File: src/rtl/dbs_pkg.sv
package dbs_pkg;

    typedef enum logic [3:0] {
        ST_IDLE     = 4'd0,
        ST_HPD_WAIT = 4'd1,
        ST_SETUP    = 4'd2,
        ST_SETTLE   = 4'd3,
        ST_LINK     = 4'd4,
        ST_RESET    = 4'd5,
        ST_GAP_SUP  = 4'd6,
        ST_GAP_PWM  = 4'd7,
        ST_GAP_EN   = 4'd8,
        ST_DONE     = 4'd9,
        ST_ERROR    = 4'd10
    } seq_state_e;

    typedef struct packed {
        logic       pd_n;
        logic       rst_n;
        logic       panel_en;
        logic       link_start;
        logic       bl_vdd;
        logic       bl_pwm;
        logic       bl_en;
        logic       done;
        logic       err;
        logic [2:0] attempt;
    } seq_ctl_t;

    localparam seq_ctl_t CTL_IDLE = '{
        pd_n: 1'b1, rst_n: 1'b1, panel_en: 1'b0, link_start: 1'b0,
        bl_vdd: 1'b0, bl_pwm: 1'b0, bl_en: 1'b0, done: 1'b0,
        err: 1'b0, attempt: 3'd0
    };

    // Cycles for a delay in microseconds, rounded up, never below one.
    function automatic longint unsigned us_to_cycles(longint unsigned hz,
                                                     longint unsigned us);
        longint unsigned c;
        c = (hz * us + 64'd999_999) / 64'd1_000_000;
        return (c == 64'd0) ? 64'd1 : c;
    endfunction

    function automatic longint unsigned ms_to_cycles(longint unsigned hz,
                                                     longint unsigned ms);
        return us_to_cycles(hz, ms * 64'd1000);
    endfunction

    function automatic longint unsigned lmax(longint unsigned a,
                                             longint unsigned b);
        return (a > b) ? a : b;
    endfunction

endpackage

File: src/rtl/dbs_sync.sv
module dbs_sync #(
    parameter int STAGES = 2
) (
    input  logic clk,
    input  logic rst,
    input  logic d_i,
    output logic q_o
);
    logic [STAGES-1:0] sr;

    always_ff @(posedge clk) begin
        if (rst) sr <= '0;
        else     sr <= {sr[STAGES-2:0], d_i};
    end

    assign q_o = sr[STAGES-1];
endmodule

File: src/rtl/dbs_timer.sv
module dbs_timer #(
    parameter int TW = 16
) (
    input  logic          clk,
    input  logic          rst,
    input  logic          load_i,
    input  logic [TW-1:0] val_i,
    output logic          expired_o
);
    logic [TW-1:0] cnt;

    always_ff @(posedge clk) begin
        if (rst)              cnt <= '0;
        else if (load_i)      cnt <= val_i;
        else if (cnt != '0)   cnt <= cnt - 1'b1;
    end

    assign expired_o = (cnt == '0);
endmodule

File: src/rtl/dbs_fsm.sv
module dbs_fsm
    import dbs_pkg::*;
#(
    parameter int              TW        = 16,
    parameter int              MAX_TRIES = 5,
    parameter longint unsigned C_POLL    = 1,
    parameter longint unsigned C_SETUP   = 1,
    parameter longint unsigned C_SETTLE  = 1,
    parameter longint unsigned C_RESET   = 1,
    parameter longint unsigned C_GAP_SUP = 1,
    parameter longint unsigned C_GAP_PWM = 1,
    parameter longint unsigned C_GAP_EN  = 1
) (
    input  logic          clk,
    input  logic          rst,
    input  logic          start_i,
    input  logic          hpd_s_i,
    input  logic          link_done_i,
    input  logic          link_fail_i,
    input  logic          tmr_exp_i,
    output logic          tmr_ld_o,
    output logic [TW-1:0] tmr_val_o,
    output seq_ctl_t      ctl_o,
    output logic [3:0]    state_o
);
    // Timer is loaded with count-1 so that a phase lasts exactly count cycles.
    localparam logic [TW-1:0] L_POLL    = TW'(C_POLL - 1);
    localparam logic [TW-1:0] L_SETUP   = TW'(C_SETUP - 1);
    localparam logic [TW-1:0] L_SETTLE  = TW'(C_SETTLE - 1);
    localparam logic [TW-1:0] L_RESET   = TW'(C_RESET - 1);
    localparam logic [TW-1:0] L_GAP_SUP = TW'(C_GAP_SUP - 1);
    localparam logic [TW-1:0] L_GAP_PWM = TW'(C_GAP_PWM - 1);
    localparam logic [TW-1:0] L_GAP_EN  = TW'(C_GAP_EN - 1);
    localparam logic [2:0]    LAST_TRY  = 3'(MAX_TRIES);

    seq_state_e st, st_nx;
    seq_ctl_t   ctl, ctl_nx;

    always_comb begin
        st_nx             = st;
        ctl_nx            = ctl;
        ctl_nx.panel_en   = 1'b0;
        ctl_nx.link_start = 1'b0;
        ctl_nx.bl_vdd     = 1'b0;
        tmr_ld_o          = 1'b0;
        tmr_val_o         = '0;
        unique case (st)
            ST_IDLE: if (start_i) begin
                st_nx           = ST_HPD_WAIT;
                ctl_nx.panel_en = 1'b1;
                tmr_ld_o        = 1'b1;
                tmr_val_o       = L_POLL;
            end
            ST_HPD_WAIT: if (tmr_exp_i) begin
                tmr_ld_o = 1'b1;
                if (!hpd_s_i) begin
                    st_nx        = ST_SETUP;
                    ctl_nx.pd_n  = 1'b1;
                    ctl_nx.rst_n = 1'b0;
                    tmr_val_o    = L_SETUP;
                end else begin
                    tmr_val_o    = L_POLL;
                end
            end
            ST_SETUP: if (tmr_exp_i) begin
                st_nx          = ST_SETTLE;
                ctl_nx.rst_n   = 1'b1;
                ctl_nx.pd_n    = 1'b1;
                ctl_nx.attempt = 3'd1;
                tmr_ld_o       = 1'b1;
                tmr_val_o      = L_SETTLE;
            end
            ST_SETTLE: if (tmr_exp_i) begin
                if (hpd_s_i) begin
                    st_nx             = ST_LINK;
                    ctl_nx.link_start = 1'b1;
                end else begin
                    st_nx        = ST_RESET;
                    ctl_nx.pd_n  = 1'b0;
                    ctl_nx.rst_n = 1'b0;
                    tmr_ld_o     = 1'b1;
                    tmr_val_o    = L_RESET;
                end
            end
            ST_LINK: begin
                if (link_fail_i) begin
                    if (ctl.attempt == LAST_TRY) begin
                        st_nx      = ST_ERROR;
                        ctl_nx.err = 1'b1;
                    end else begin
                        st_nx          = ST_SETTLE;
                        ctl_nx.attempt = ctl.attempt + 3'd1;
                        tmr_ld_o       = 1'b1;
                        tmr_val_o      = L_SETTLE;
                    end
                end else if (link_done_i) begin
                    st_nx     = ST_GAP_SUP;
                    tmr_ld_o  = 1'b1;
                    tmr_val_o = L_GAP_SUP;
                end
            end
            ST_RESET: if (tmr_exp_i) begin
                if (ctl.attempt == LAST_TRY) begin
                    st_nx      = ST_ERROR;
                    ctl_nx.err = 1'b1;
                end else begin
                    st_nx          = ST_SETTLE;
                    ctl_nx.pd_n    = 1'b1;
                    ctl_nx.rst_n   = 1'b1;
                    ctl_nx.attempt = ctl.attempt + 3'd1;
                    tmr_ld_o       = 1'b1;
                    tmr_val_o      = L_SETTLE;
                end
            end
            ST_GAP_SUP: if (tmr_exp_i) begin
                st_nx         = ST_GAP_PWM;
                ctl_nx.bl_vdd = 1'b1;
                tmr_ld_o      = 1'b1;
                tmr_val_o     = L_GAP_PWM;
            end
            ST_GAP_PWM: if (tmr_exp_i) begin
                st_nx         = ST_GAP_EN;
                ctl_nx.bl_pwm = 1'b1;
                tmr_ld_o      = 1'b1;
                tmr_val_o     = L_GAP_EN;
            end
            ST_GAP_EN: if (tmr_exp_i) begin
                st_nx        = ST_DONE;
                ctl_nx.bl_en = 1'b1;
                ctl_nx.done  = 1'b1;
            end
            ST_DONE, ST_ERROR: begin
            end
            default: begin
                st_nx  = ST_IDLE;
                ctl_nx = CTL_IDLE;
            end
        endcase
    end

    always_ff @(posedge clk) begin
        if (rst) begin
            st  <= ST_IDLE;
            ctl <= CTL_IDLE;
        end else begin
            st  <= st_nx;
            ctl <= ctl_nx;
        end
    end

    assign ctl_o   = ctl;
    assign state_o = st;
endmodule

File: src/rtl/disp_bridge_seq.sv
module disp_bridge_seq
    import dbs_pkg::*;
#(
    parameter longint unsigned CLK_HZ     = 100_000_000,
    parameter longint unsigned POLL_US    = 50,
    parameter longint unsigned SETUP_US   = 10,
    parameter longint unsigned SETTLE_MS  = 90,
    parameter longint unsigned RESET_MS   = 300,
    parameter longint unsigned GAP_SUP_MS = 60,
    parameter longint unsigned GAP_PWM_MS = 10,
    parameter longint unsigned GAP_EN_MS  = 10,
    parameter int              MAX_TRIES  = 5
) (
    input  logic       clk,
    input  logic       rst,
    input  logic       start_i,
    input  logic       hpd_i,
    input  logic       link_done_i,
    input  logic       link_fail_i,
    output logic       link_start_o,
    output logic       panel_vdd_en_o,
    output logic       bl_vdd_en_o,
    output logic       bridge_pd_n_o,
    output logic       bridge_rst_n_o,
    output logic       bl_pwm_o,
    output logic       bl_en_o,
    output logic       done_o,
    output logic       error_o,
    output logic [2:0] attempt_o,
    output logic [3:0] state_o
);
    localparam longint unsigned C_POLL    = us_to_cycles(CLK_HZ, POLL_US);
    localparam longint unsigned C_SETUP   = us_to_cycles(CLK_HZ, SETUP_US);
    localparam longint unsigned C_SETTLE  = ms_to_cycles(CLK_HZ, SETTLE_MS);
    localparam longint unsigned C_RESET   = ms_to_cycles(CLK_HZ, RESET_MS);
    localparam longint unsigned C_GAP_SUP = ms_to_cycles(CLK_HZ, GAP_SUP_MS);
    localparam longint unsigned C_GAP_PWM = ms_to_cycles(CLK_HZ, GAP_PWM_MS);
    localparam longint unsigned C_GAP_EN  = ms_to_cycles(CLK_HZ, GAP_EN_MS);
    localparam longint unsigned C_MAX =
        lmax(lmax(lmax(C_POLL, C_SETUP), lmax(C_SETTLE, C_RESET)),
             lmax(lmax(C_GAP_SUP, C_GAP_PWM), C_GAP_EN));
    localparam int TW = (C_MAX < 2) ? 1 : $clog2(C_MAX);

    logic          hpd_s;
    logic          tmr_ld, tmr_exp;
    logic [TW-1:0] tmr_val;
    seq_ctl_t      ctl;

    dbs_sync #(.STAGES(2)) u_sync (
        .clk(clk), .rst(rst), .d_i(hpd_i), .q_o(hpd_s)
    );

    dbs_timer #(.TW(TW)) u_timer (
        .clk(clk), .rst(rst), .load_i(tmr_ld), .val_i(tmr_val),
        .expired_o(tmr_exp)
    );

    dbs_fsm #(
        .TW(TW), .MAX_TRIES(MAX_TRIES),
        .C_POLL(C_POLL), .C_SETUP(C_SETUP), .C_SETTLE(C_SETTLE),
        .C_RESET(C_RESET), .C_GAP_SUP(C_GAP_SUP), .C_GAP_PWM(C_GAP_PWM),
        .C_GAP_EN(C_GAP_EN)
    ) u_fsm (
        .clk(clk), .rst(rst), .start_i(start_i), .hpd_s_i(hpd_s),
        .link_done_i(link_done_i), .link_fail_i(link_fail_i),
        .tmr_exp_i(tmr_exp), .tmr_ld_o(tmr_ld), .tmr_val_o(tmr_val),
        .ctl_o(ctl), .state_o(state_o)
    );

    assign link_start_o   = ctl.link_start;
    assign panel_vdd_en_o = ctl.panel_en;
    assign bl_vdd_en_o    = ctl.bl_vdd;
    assign bridge_pd_n_o  = ctl.pd_n;
    assign bridge_rst_n_o = ctl.rst_n;
    assign bl_pwm_o       = ctl.bl_pwm;
    assign bl_en_o        = ctl.bl_en;
    assign done_o         = ctl.done;
    assign error_o        = ctl.err;
    assign attempt_o      = ctl.attempt;
endmodule

File: config.mk
export PLATFORM = sky130hd
export DESIGN_NAME = disp_bridge_seq
export DESIGN_NICKNAME = d
export VERILOG_FILES = /design/src/rtl/dbs_pkg.sv /design/src/rtl/dbs_sync.sv /design/src/rtl/dbs_timer.sv /design/src/rtl/dbs_fsm.sv /design/src/rtl/disp_bridge_seq.sv
export SDC_FILE = /design/constraint.sdc
export NUM_CORES = 1
export LEC_CHECK = 0
export BUFFER_PORTS_ARGS = -buffer_cell sky130_fd_sc_hd__buf_2
export CORE_MARGIN = 2
export CORE_UTILIZATION = 40
export CTS_CLUSTER_DIAMETER = 60
export DETAILED_ROUTE_END_ITERATION = 16
export GPL_ROUTABILITY_DRIVEN = 1
export PLACE_DENSITY = 0.57
export SLEW_MARGIN = 20
export SYNTH_ARGS = -nofsm -noshare
export SYNTH_HDL_FRONTEND = slang
export SYNTH_SLANG_ARGS = --single-unit
File: constraint.sdc
create_clock -name clk -period 2.55 [get_ports clk]
set_input_delay 0.51 -clock clk [delete_from_list [all_inputs] [get_ports clk]]
set_output_delay 0.51 -clock clk [all_outputs]
set_load 0.02 [all_outputs]
==> impl_metrics.toml <==
[timing]
setup_viol = 0
period_share_pct = 91.25
rsz0062_at_grt = "false"
final.setup.tns_ps = 0
hold_viol = 0
fin_skew_ps = 9.740
drv_slew = 0
fin_ws_ps = 223.0
fmax_mhz = 429.7
relSlewSlack_pct = 65.78
fin_crit_ps = 2327
worstMarginPinSlew_ps = 509.3

[global_routing]
first_global_vias = 2281
grt-ovfl-total = 0
grt_usage_pct = 20.04
grt_max_degree = 29
grt_pass1_wl_um = 11610
antenna_found_initial = 0

[power_and_ir_drop]
power_leakage_uw = 0.001139
ir_drop_mv = 0.5122
p_per_area_mw_per_mm2 = 1231

[detailed_routing]
detail-route-antenna-nets = 0
vias_per_cell = 5.691
totalWireLength_um = 6804
drt_pass1_iterations = 4
drtIter0Drc = 210
routedWlPerCell_um = 15.93
num_vias = 2430
route.detailed.drc = 0

[yosys]
syn_inst = 322
syn_area_sq_mm = 0.002595
synth_flop_cell = "dfxtp_1"
synth_top_area_cell = "dfxtp_1"
synth_top_area_share_pct = 32.40
ys_types = 60
synth-edff-count = 0
synth_area_leaders = "dfxtp_1 (32%), a21oi_1 (5.8%), xnor2_1 (5.1%), nor2_1 (4.6%), nand2_1 (4.1%)"
synth_seq_cells = 42
ys_top_cells_by_count = "dfxtp_1 (42), nor2_1 (32), a21oi_1 (30), nand2_1 (28), nor3_1 (20)"
synth.avg_cell_area_sq_um = 8.059
async_flop_share_pct = 0
seq_area_frac_synth_pct = 32.40
syn_nets = 331
ys_warn_count = 0
synthMostInstantiatedCell = "dfxtp_1"

[final_layout]
n_antenna_cell = 0
final_cell_area_sq_mm = 0.002965
fin_util_pct = 46.97
layout.nets = 358
area_growth_pct = 14.27
drive_above_1_share_pct = 20.29
stdcell_count = 427

[clock_network]
clock_latency_ps = 300
clock-root-buffer = "clkbuf_8"
cts_tree = "yes"
clock-sinks = 42
cts-buffers-inserted = 5
clk_pin_slew_ps = 90
ctsHtreeMaxLevel = 2
cts_buffer_depth = 2

[placed_design]
dpl_cell_area_sq_mm = 0.002844
dpl.hpwl_um = 5058
dpl.cell_count = 419
dpl_worst_slack_ps = 159.7
io_buffers = 21
gp_congestion = 0.8476

[flow_run]
drv_cap = 0

[floorplanning]
dieArea_sq_mm = 0.007148
fp-row-count = 29
die_x_um = 84.55
ios = 22
placeableCoreArea_sq_mm = 0.006314
initial_core_util_pct = 41.10
die_h_um = 84.55

[critical_path]
crit_fanout = 7
cp-end-kind = "flop"
critPathKind = "reg2reg"
critPathRequiredTime_ps = 2750
critical_path_arrival_ps = 2530
start_kind = "flop"

[hold_path]
hold_class = "in2reg"

[outcome]
status = "complete, no violations"
[cells by family (layout without fill, tap and decap cells)]
| family | Yosys count | after routing | share of synthesized area (%) |
|---|---|---|---|
| compound gates | 77 | 77 | 20.20 |
| fa+ha+maj | 4 | 4 | 1.832 |
| simple gates | 148 | 148 | 32.31 |
| mux | 3 | 3 | 1.157 |
| flops | 42 | 42 | 32.40 |
| buf+inv | 26 | 54 | 4.677 |
| xor+xnor | 22 | 22 | 7.425 |
[through the flow]
| stage | hold slack (ps) | total power [uW] |
|---|---|---|
| after global placement | 429.2 | 3094 |
| after detailed placement | 425.6 | 3101 |
| final | 428.4 | 3650 |
| after global routing | 435.3 | 3963 |
| after floorplan | 413.8 | 2605 |
| after CTS | 421.2 | 3649 |
[sequential cells by signal, summed over array words and instances, names as in the netlist]
signal         flops
u_timer.cnt       25
u_fsm.ctl_o       11
u_fsm.state_o      4
u_sync.sr          2
[layout by cell type (no fill, tap or decap), drive strengths merged, types with 5 or more instances in the layout]
| cell | Yosys | final |
|---|---|---|
| dfxtp | 42 | 42 |
| buf | 10 | 41 |
| nand2 | 28 | 28 |
| a211oi | 5 | 5 |
| nor2b | 9 | 9 |
| nand2b | 5 | 5 |
| nand3 | 10 | 10 |
| nor3b | 5 | 5 |
| nor4 | 9 | 9 |
| or3 | 7 | 7 |
| xnor2 | 15 | 15 |
| inv | 5 | 5 |
| a21oi | 30 | 30 |
| nor2 | 34 | 34 |
| clkbuf | 11 | 5 |
| nor3 | 21 | 21 |
| a21o | 5 | 5 |
| o21ai | 12 | 12 |
| xor2 | 7 | 7 |
[per-layer routing]
| layer | wire length [um] | GRT usage, % | share of wire [%] |
|---|---|---|---|
| met1 | 3356 | 29.98 | 49 |
| met3 | 326 | 3.933 | 4.8 |
| met2 | 3068 | 29.71 | 45 |
| met5 | 0 | 0 | 0 |
| met4 | 52 | 4.473 | 0.76 |
[what timing repair did]
action | in CTS | in global routing
setup buffers | 0 | 0
resized for setup | 0 | 2
hold buffers | 0 | 0
endpoints found under the setup margin | 0 | 3
[final timing paths]
| path | start | end | slack, ps | depth (start not counted) |
|---|---|---|---|---|
| setup / recovery | u_timer.cnt[0] | u_fsm.state_o[1] | 220 | 8 |
| hold / removal | hpd_i | u_sync.sr[0] | 430 | 2 |
| setup reg to reg | u_timer.cnt[0] | u_fsm.state_o[1] | 220 | 8 |
| hold reg to reg | u_sync.sr[0] | u_sync.sr[1] | 440 | 1 |
[power by group]
part,switching (uW),internal (uW)
logic,1170,906
clock network,246,291
registers,215,824
total,1630,2020
[cell type report]
| class | count | area, sq um |
|---|---|---|
| Clock inverter | 3 | 45.04 |
| Inverter | 5 | 18.77 |
| Tap cell | 77 | 96.34 |
| Multi-Input combinational cell | 254 | 1640 |
| Fill cell | 674 | 3348 |
| Timing Repair Buffer | 41 | 255.2 |
| Sequential cell | 42 | 840.8 |
| Clock buffer | 5 | 68.82 |
[worst max-delay path, stage by stage (launching register included)]
cell	delay, ps
dfxtp_1	350
inv_1	90
ha_1	170
nor4b_2	230
nand4_1	150
or3_1	440
a211oi_4	400
nor2_2	60
a2111oi_2	330
(Power assumes the default switching activity.)
